==> src/rtl/ir_uart_tx.sv <==
module ir_uart_tx #(
  parameter int DIV_W = 16
) (
  input  logic             clk,
  input  logic             rst_n,
  input  logic [7:0]       tx_data,
  input  logic             tx_valid,
  output logic             tx_ready,
  input  logic [DIV_W-1:0] baud_div,
  input  logic [7:0]       carrier_reload,
  input  logic             mod_en,
  input  logic             mark_high,
  output logic             tx_out,
  output logic             tx_busy
);
  localparam int FRAME_BITS = 10;
  localparam int LEFT_W     = $clog2(FRAME_BITS + 1);

  logic [DIV_W-1:0]      bcnt;
  logic [DIV_W-1:0]      div_m1;
  logic                  tick;
  logic                  pend;
  logic [LEFT_W-1:0]     left;
  logic [FRAME_BITS-1:0] sh;
  logic                  ser;
  logic [7:0]            tmr;
  logic                  car;
  logic                  tx_q;

  assign div_m1   = (baud_div == '0) ? '0 : baud_div - 1'b1;
  assign tick     = (bcnt >= div_m1);
  assign tx_busy  = pend | (left != '0);
  assign tx_ready = ~tx_busy;
  assign ser      = (left != '0) ? sh[0] : 1'b1;
  assign tx_out   = tx_q;

  always_ff @(posedge clk or negedge rst_n)
    if (!rst_n) bcnt <= '0;
    else        bcnt <= tick ? '0 : bcnt + 1'b1;

  always_ff @(posedge clk or negedge rst_n)
    if (!rst_n) begin
      pend <= 1'b0;
      left <= '0;
      sh   <= '1;
    end else if (tx_valid && tx_ready) begin
      pend <= 1'b1;
      sh   <= {1'b1, tx_data, 1'b0};
    end else if (tick) begin
      if (pend) begin
        pend <= 1'b0;
        left <= LEFT_W'(FRAME_BITS);
      end else if (left != '0) begin
        left <= left - 1'b1;
        sh   <= {1'b1, sh[FRAME_BITS-1:1]};
      end
    end

  always_ff @(posedge clk or negedge rst_n)
    if (!rst_n) begin
      tmr <= '0;
      car <= 1'b0;
    end else if (tmr == 8'hFF) begin
      tmr <= carrier_reload;
      car <= ~car;
    end else begin
      tmr <= tmr + 1'b1;
    end

  always_ff @(posedge clk or negedge rst_n)
    if (!rst_n) tx_q <= 1'b1;
    else        tx_q <= mod_en ? (ser ? mark_high : car) : ser;

  a_r9_accept_sets_busy: assert property (@(posedge clk) disable iff (!rst_n)
    (tx_valid && tx_ready) |=> tx_busy);

  a_r9_no_spurious_start: assert property (@(posedge clk) disable iff (!rst_n)
    (tx_ready && !tx_valid) |=> tx_ready);

  a_r3_plain_idle_high: assert property (@(posedge clk) disable iff (!rst_n)
    (!mod_en && !tx_busy) |=> tx_out);

  a_r6_mod_idle_level: assert property (@(posedge clk) disable iff (!rst_n)
    (mod_en && !tx_busy) |=> (tx_out == $past(mark_high)));

  a_r7_carrier_only_on_overflow: assert property (@(posedge clk) disable iff (!rst_n)
    (tmr != 8'hFF) |=> $stable(car));

  a_r2_frame_ends_on_tick: assert property (@(posedge clk) disable iff (!rst_n)
    (!tick && !pend && !(tx_valid && tx_ready)) |=> $stable(left));
endmodule

==> config.mk <==
export PLATFORM = sky130hd
export DESIGN_NAME = ir_uart_tx
export DESIGN_NICKNAME = d
export VERILOG_FILES = /design/src/rtl/ir_uart_tx.sv
export SDC_FILE = /design/constraint.sdc
export NUM_CORES = 1
export LEC_CHECK = 0
export ABC_AREA = 1
export BUFFER_PORTS_ARGS = -buffer_cell sky130_fd_sc_hd__buf_2
export CORE_MARGIN = 2
export CORE_UTILIZATION = 25
export DETAILED_ROUTE_END_ITERATION = 8
export GPL_TIMING_DRIVEN = 0
export PLACE_DENSITY = 0.5
export SYNTH_ARGS = -nofsm -noshare
export SYNTH_HDL_FRONTEND = slang
export SYNTH_SLANG_ARGS = --single-unit
==> constraint.sdc <==
create_clock -name clk -period 2 [get_ports clk]
set_input_delay 0.2 -clock clk [delete_from_list [all_inputs] [get_ports clk]]
set_output_delay 0.2 -clock clk [all_outputs]
set_load 0.01 [all_outputs]
## Yosys cells after proc, flatten, opt, wreduce, memory -nomap -nowiden

Cells that the tools add are included.
Widths: inputs -> output; s select.

| word-level totals | value |
|---|---|
| bits in registers | 41 |
| input port bits | 37 |
| output and inout port bits | 3 |

| operators by class | value |
|---|---|
| reductions and logical operators | 8 |
| $lt $le $gt $ge | 1 |
| bitwise gates (word level) | 4 |
| add/subtract/negate cells | 4 |
| eq/ne operators | 2 |
| muxes and demuxes | 14 |

Operator list:

| cell | number |
|---|---|
| $mux 10 | 4 |
| $mux 16 | 2 |
| $add 16x1->16 const B | 1 |
| $ge 16x16->1 | 1 |
| $logic_not 16->1 | 1 |
| $sub 16x1->16 const B | 1 |
| $add 8x1->8 const B | 1 |
| $eq 8x8->1 const B | 1 |
| $mux 4 | 2 |
| $mux 8 | 1 |
| $reduce_and 3->1 | 2 |
| $reduce_bool 2->1 | 3 |
| $mux 1 | 5 |
| $reduce_bool 4->1 | 1 |
| $sub 4x1->4 const B | 1 |
| $not 1->1 | 3 |
| $ne 2x1->1 const B | 1 |
| $logic_and 1x1->1 | 1 |
| $or 1x1->1 | 1 |

## Longest topological paths before layout

| depth | value |
|---|---|
| depth in word-level cells | 6 |
| mapped depth | 20 |
| gate-level depth less buffers | 19 |

## Worst setup path before layout

No wires, ideal clock.

| timing path | value |
|---|---|
| kind | input to register |
| from | input port baud_div[0] |
| to | register bcnt[8] |
| path buffers | 1 |
| arrival time | 2.073 ns |
| required time | 1.914 ns |
| setup slack | -0.159 ns |
| cell stages on the path | 15 |
| cells stage by stage | nor3_4 > nand2_1 > nor2_4 > nand2_2 > nor2_4 > nand3_1 > nand2_1 > nand3_1 > ha_1 > a21oi_1 > o21ai_1 > nor2_2 > nand2_4 > buf_6 > nor3_1 |

| between the ends | value |
|---|---|
| longest elaborated chain between the ends | 4 |
| elaborated cells on any way between the ends | 5 |

Ends and longest elaborated chain:

| element | RTL line | RTL |
|---|---|---|
| start: declaration | 9 | `input logic [DIV_W-1:0] baud_div,` |
| $sub 16x1->16 / $logic_not 16->1 (equally long branches) | 30 | `assign div_m1 = (baud_div == '0) ? '0 : baud_div - 1'b1;` |
| $mux 16 * | 30 |  |
| $ge 16x16->1 * | 31 | `assign tick = (bcnt >= div_m1);` |
| $mux 16 * | 39 | `else bcnt <= tick ? '0 : bcnt + 1'b1;` |
| end signal: assignment | 39 |  |
| end: declaration | 19 | `logic [DIV_W-1:0] bcnt;` |

Mark *: on every way between the ends. The rest lies on a longest branch, timed or not.
A chain may end at the register's enable or synchronous reset.

## Worst setup path in the final report

| timing path | value |
|---|---|
| from | input port baud_div[12] |
| to | register sh[0] |

| between the ends | value |
|---|---|
| longest elaborated chain between the ends | 5 |
| elaborated cells on any way between the ends | 6 |

Ends and longest elaborated chain:

| element | RTL line | RTL |
|---|---|---|
| $sub 16x1->16 / $logic_not 16->1 (equally long branches) | 30 |  |
| $mux 16 * | 30 |  |
| $ge 16x16->1 * | 31 |  |
| $reduce_bool 2->1 (no line) * | n/a |  |
| $reduce_and 3->1 (no line) * | n/a |  |
| end signal: assignment | 48 | `sh <= {1'b1, tx_data, 1'b0};` |
| end signal: assignment | 55 | `sh <= {1'b1, sh[FRAME_BITS-1:1]};` |
| end: declaration | 24 | `logic [FRAME_BITS-1:0] sh;` |

Marks and branches as above.

==> results.md <==
- Setup CP Type: input port to register
- Synth Area in Simple Gates: 38.77%
- Cell variety after synth: 39
- Failing checks: setup timing
- Initial DRT Pass Iterations: 4
- Reg-to-reg slack, setup: 0.23 ns
- Worst R2R End: sh[0]$_DFFE_PN1P_
- Total clock buffers created by CTS: 5
- I/O pins: 40
- Share of layout cells above drive strength 1: between 30 and 40%
- Post-Synthesis Cells: roughly 400
- Chip width: 113.8 um
- R2r worst-path depth: 8
- CTS sink count: 40
- Slew headroom: 38.87%
- Top FF cell, synth: dfrtp_1
- Post-synth EDFFs: 0
- Synth Area in Compound Gates: 6.476%
- Die Area: 12950 um2
- Max-Cap Viols: 0
- Largest family of logic cells by synthesized area: simple AND/OR/NAND/NOR gates
- Clock Skew: 0.008331 ns
- WL final: around 7000 um
- Total number of vias: 2729
- Async SR Flop Fraction: between 90% and 100%
- Mapped Avg Cell Area: approximately 7.5 um2
- First-pass GRT wire length: around 12000 um
- Clock period minus worst slack: 2.161 ns
- Area after DPL: 3396 um2
- Outcome: finished with violations
- H-Tree Depth: 2
- Remaining Overflow, GRT: 0
- Least-Margin Pin Slew: a little over 0.9 ns
- Final ANT Viol Nets: 0
- Worst Hold Class: input port to async pin
- Adder-cell share of the synthesized area: a little under a tenth
- Pre-CTS setup slack: -0.6804 ns
- Initial antenna violation count: 0
- Syn nets: 463
- Clock transition at path regs: 0.06 ns
- Critical path's most frequent cell: nand2_1
- CTS Hold Buffers Added: 0
- Top-area cell type share of the netlist area: 24.91%
- Fmax achieved: 0.4628 GHz
- Worst Path Max Fanout: 7
- Port bufs: 39
- Final Max Tran Viols: 0
- Largest net degree at the start of global routing: 41
- Finished Cell Area: 3995 um2
- Sequential share of the synthesized area: between 30% and 40%
- Leak: 0.001978 uW
- Routed wire per std cell: about 12 um
- Post-route setup TNS: -3.360 ns
- Rows: 40
- Drc violations: 0
- Crit-path cells: buf_2 > inv_2 > nand2_1 > inv_2 > nand3_2 > nor2_4 > nand3_4 > buf_4 > nand3_1 > ha_1 > nand2_1 > nand2_1 > nand2_1 > a21oi_2 > nor2_4 > nand3_4 > nand2_4 > nand2_1 > nand2_1
- Post-synthesis mux area share: less than 1%
- Initial DRC Count: about 140
- DR vias/cell: 4.452
- Reg2reg start: bcnt[11]$_DFF_PN0_
- GR Util All Layers: 11.70%
- Hold slack final: 0.05037 ns
- Critical path data arrival time: approximately 2.4 ns
- Post-route setup slack: -0.1609 ns
- #FFs+latches synth: 40
- Initial Utilization: 25.30%
- Clock Latency Late Sink: 0.28 ns
- Core box area: 11910 um2
- Setup violators final: 30
- Fin. Hold Viols: 0
- Post-Syn Area: 3014 um2
- Die Ht: between 100 and 150 um
- Crit share post-route: 108.0%
- Vias in the first global route: 2655
- Worst Setup End Kind: register
- XOR/XNOR Fraction of Synth Area: under 10%
- Synth-to-layout area growth: 32.54%
- Final #Nets: between 500 and 600
- Max VDD drop: roughly 0.00061 V
- Crit-path slowest cell: ha_1
- CP startpoint kind: input port
- Power Dens Cells: 872.7 nW/um2
- Antenna cell count: 0
- GP Congestion: around 0.8
- RSZ-0062 raised after global routing: true
- Synthesis Warnings: 0
- Hpwl dp: 5082 um
- Post-synth top area cell: dfrtp_1
- Ranking of synthesized cells by area: dfrtp_1, nand2_1, ha_1, dfstp_2, inv_1
- CTS tree: done
- WP data required: 2.23 ns
- Root Driver: clkbuf_16
- CP peak stage delay: 0.25 ns
- Clock Path Buffers: 2
## flip-flops by register name, summed over array words and instances, names as in the netlist
name,count
tmr,8
tx_out,1
bcnt,16
sh,9
car,1
pend,1
left,4
## stage by stage
stage	util, %	total power, uW	cells
5_1_grt	33.54	3800	613
4_1_cts	32.92	3498	610
3_5_place_dp	28.51	2453	590
2_1_floorplan	-	2143	404
3_3_place_gp	28.51	2417	590
6_report	33.54	3486	613
## report_power, final
part	internal, uW	switching [uW]	total, uW
Clock	587	322	909
Combinational	533	766	1300
Sequential	1070	206	1280
Total	2190	1290	3490
## cells in the mapped netlist (4+ instances only)
cell type and count:
nand2_1 109, inv_1 54, nor2_1 35, nand3_1 32, dfrtp_1 30, ha_1 22
a21oi_1 10, dfstp_2 10, o21ai_0 10, nand4_1 8, nor2_2 8, nor3_1 8
xor2_1 8, nand2_2 7, nor2_4 6, o21ai_1 5, or2_2 5, inv_2 4
xnor2_1 4
## cell type report
type                       count  area (um2)
buffer                         3       31.28
clock buffer                   6       128.9
clock inverter                 2       35.03
fill                        1266        7916
inverter                      59       236.5
multi-input combinational    303        2028
sequential                    40        1013
tap                          147       183.9
timing repair buffer          53       337.8
## routing by layer
metal  wire length (um)  track usage [%]
met5                  0                0
met4                 99            3.333
met3                223            1.753
met2               3314            19.64
met1               3442            15.70
## cell families (layout without fill, tap and decap cells)
kind of cell    Yosys count  count (layout)
simple gates            233             234
buf+inv                  62             123
flops                    40              40
compound gates           34              34
fa+ha+maj                22              22
xor+xnor                 12              12
mux                       1               1
## critical path: cells and delay by family
| kind | cells | cell delay [ns] |
|---|---|---|
| buffers and inverters | 4 | 0.48 |
| AO/OA/AOI/OAI | 1 | 0.07 |
| AND/OR/NAND/NOR | 13 | 1.39 |
| adder cells (fa/ha/maj) | 1 | 0.25 |
## cells in the final DEF (no fill, tap or decap), drive strengths merged, types with 8 or more instances in the layout
cell type / n
a21oi: 11
dfstp: 10
ha: 22
nand2: 120
nor2: 50
o21ai: 16
nand3: 36
nand4: 8
dfrtp: 30
nor3: 12
buf: 56
inv: 59
xor2: 8
## worst max-delay path by stage
stage / startpoint / end / slack (ns) / cells after the start
after floorplan: baud_div[0] / bcnt[8]$_DFF_PN0_ / -0.11 / 15
after detailed placement: baud_div[5] / left[2]$_DFFE_PN0P_ / -0.68 / 16
after global routing: baud_div[12] / sh[7]$_DFFE_PN1P_ / -0.32 / 16
after global placement: baud_div[11] / left[2]$_DFFE_PN0P_ / -0.60 / 16
final: baud_div[12] / sh[0]$_DFFE_PN1P_ / -0.16 / 19
after CTS: baud_div[4] / left[3]$_DFFE_PN0P_ / -0.08 / 19
## what timing repair did
item	4_1_cts	5_1_grt
hold endpoints to repair	0	0
gates resized for setup	68	14
setup buffers	10	3
gates cloned	2	0
pin swaps	18	6
endpoints found under the setup margin	30	30
(Power assumes the default switching activity.)
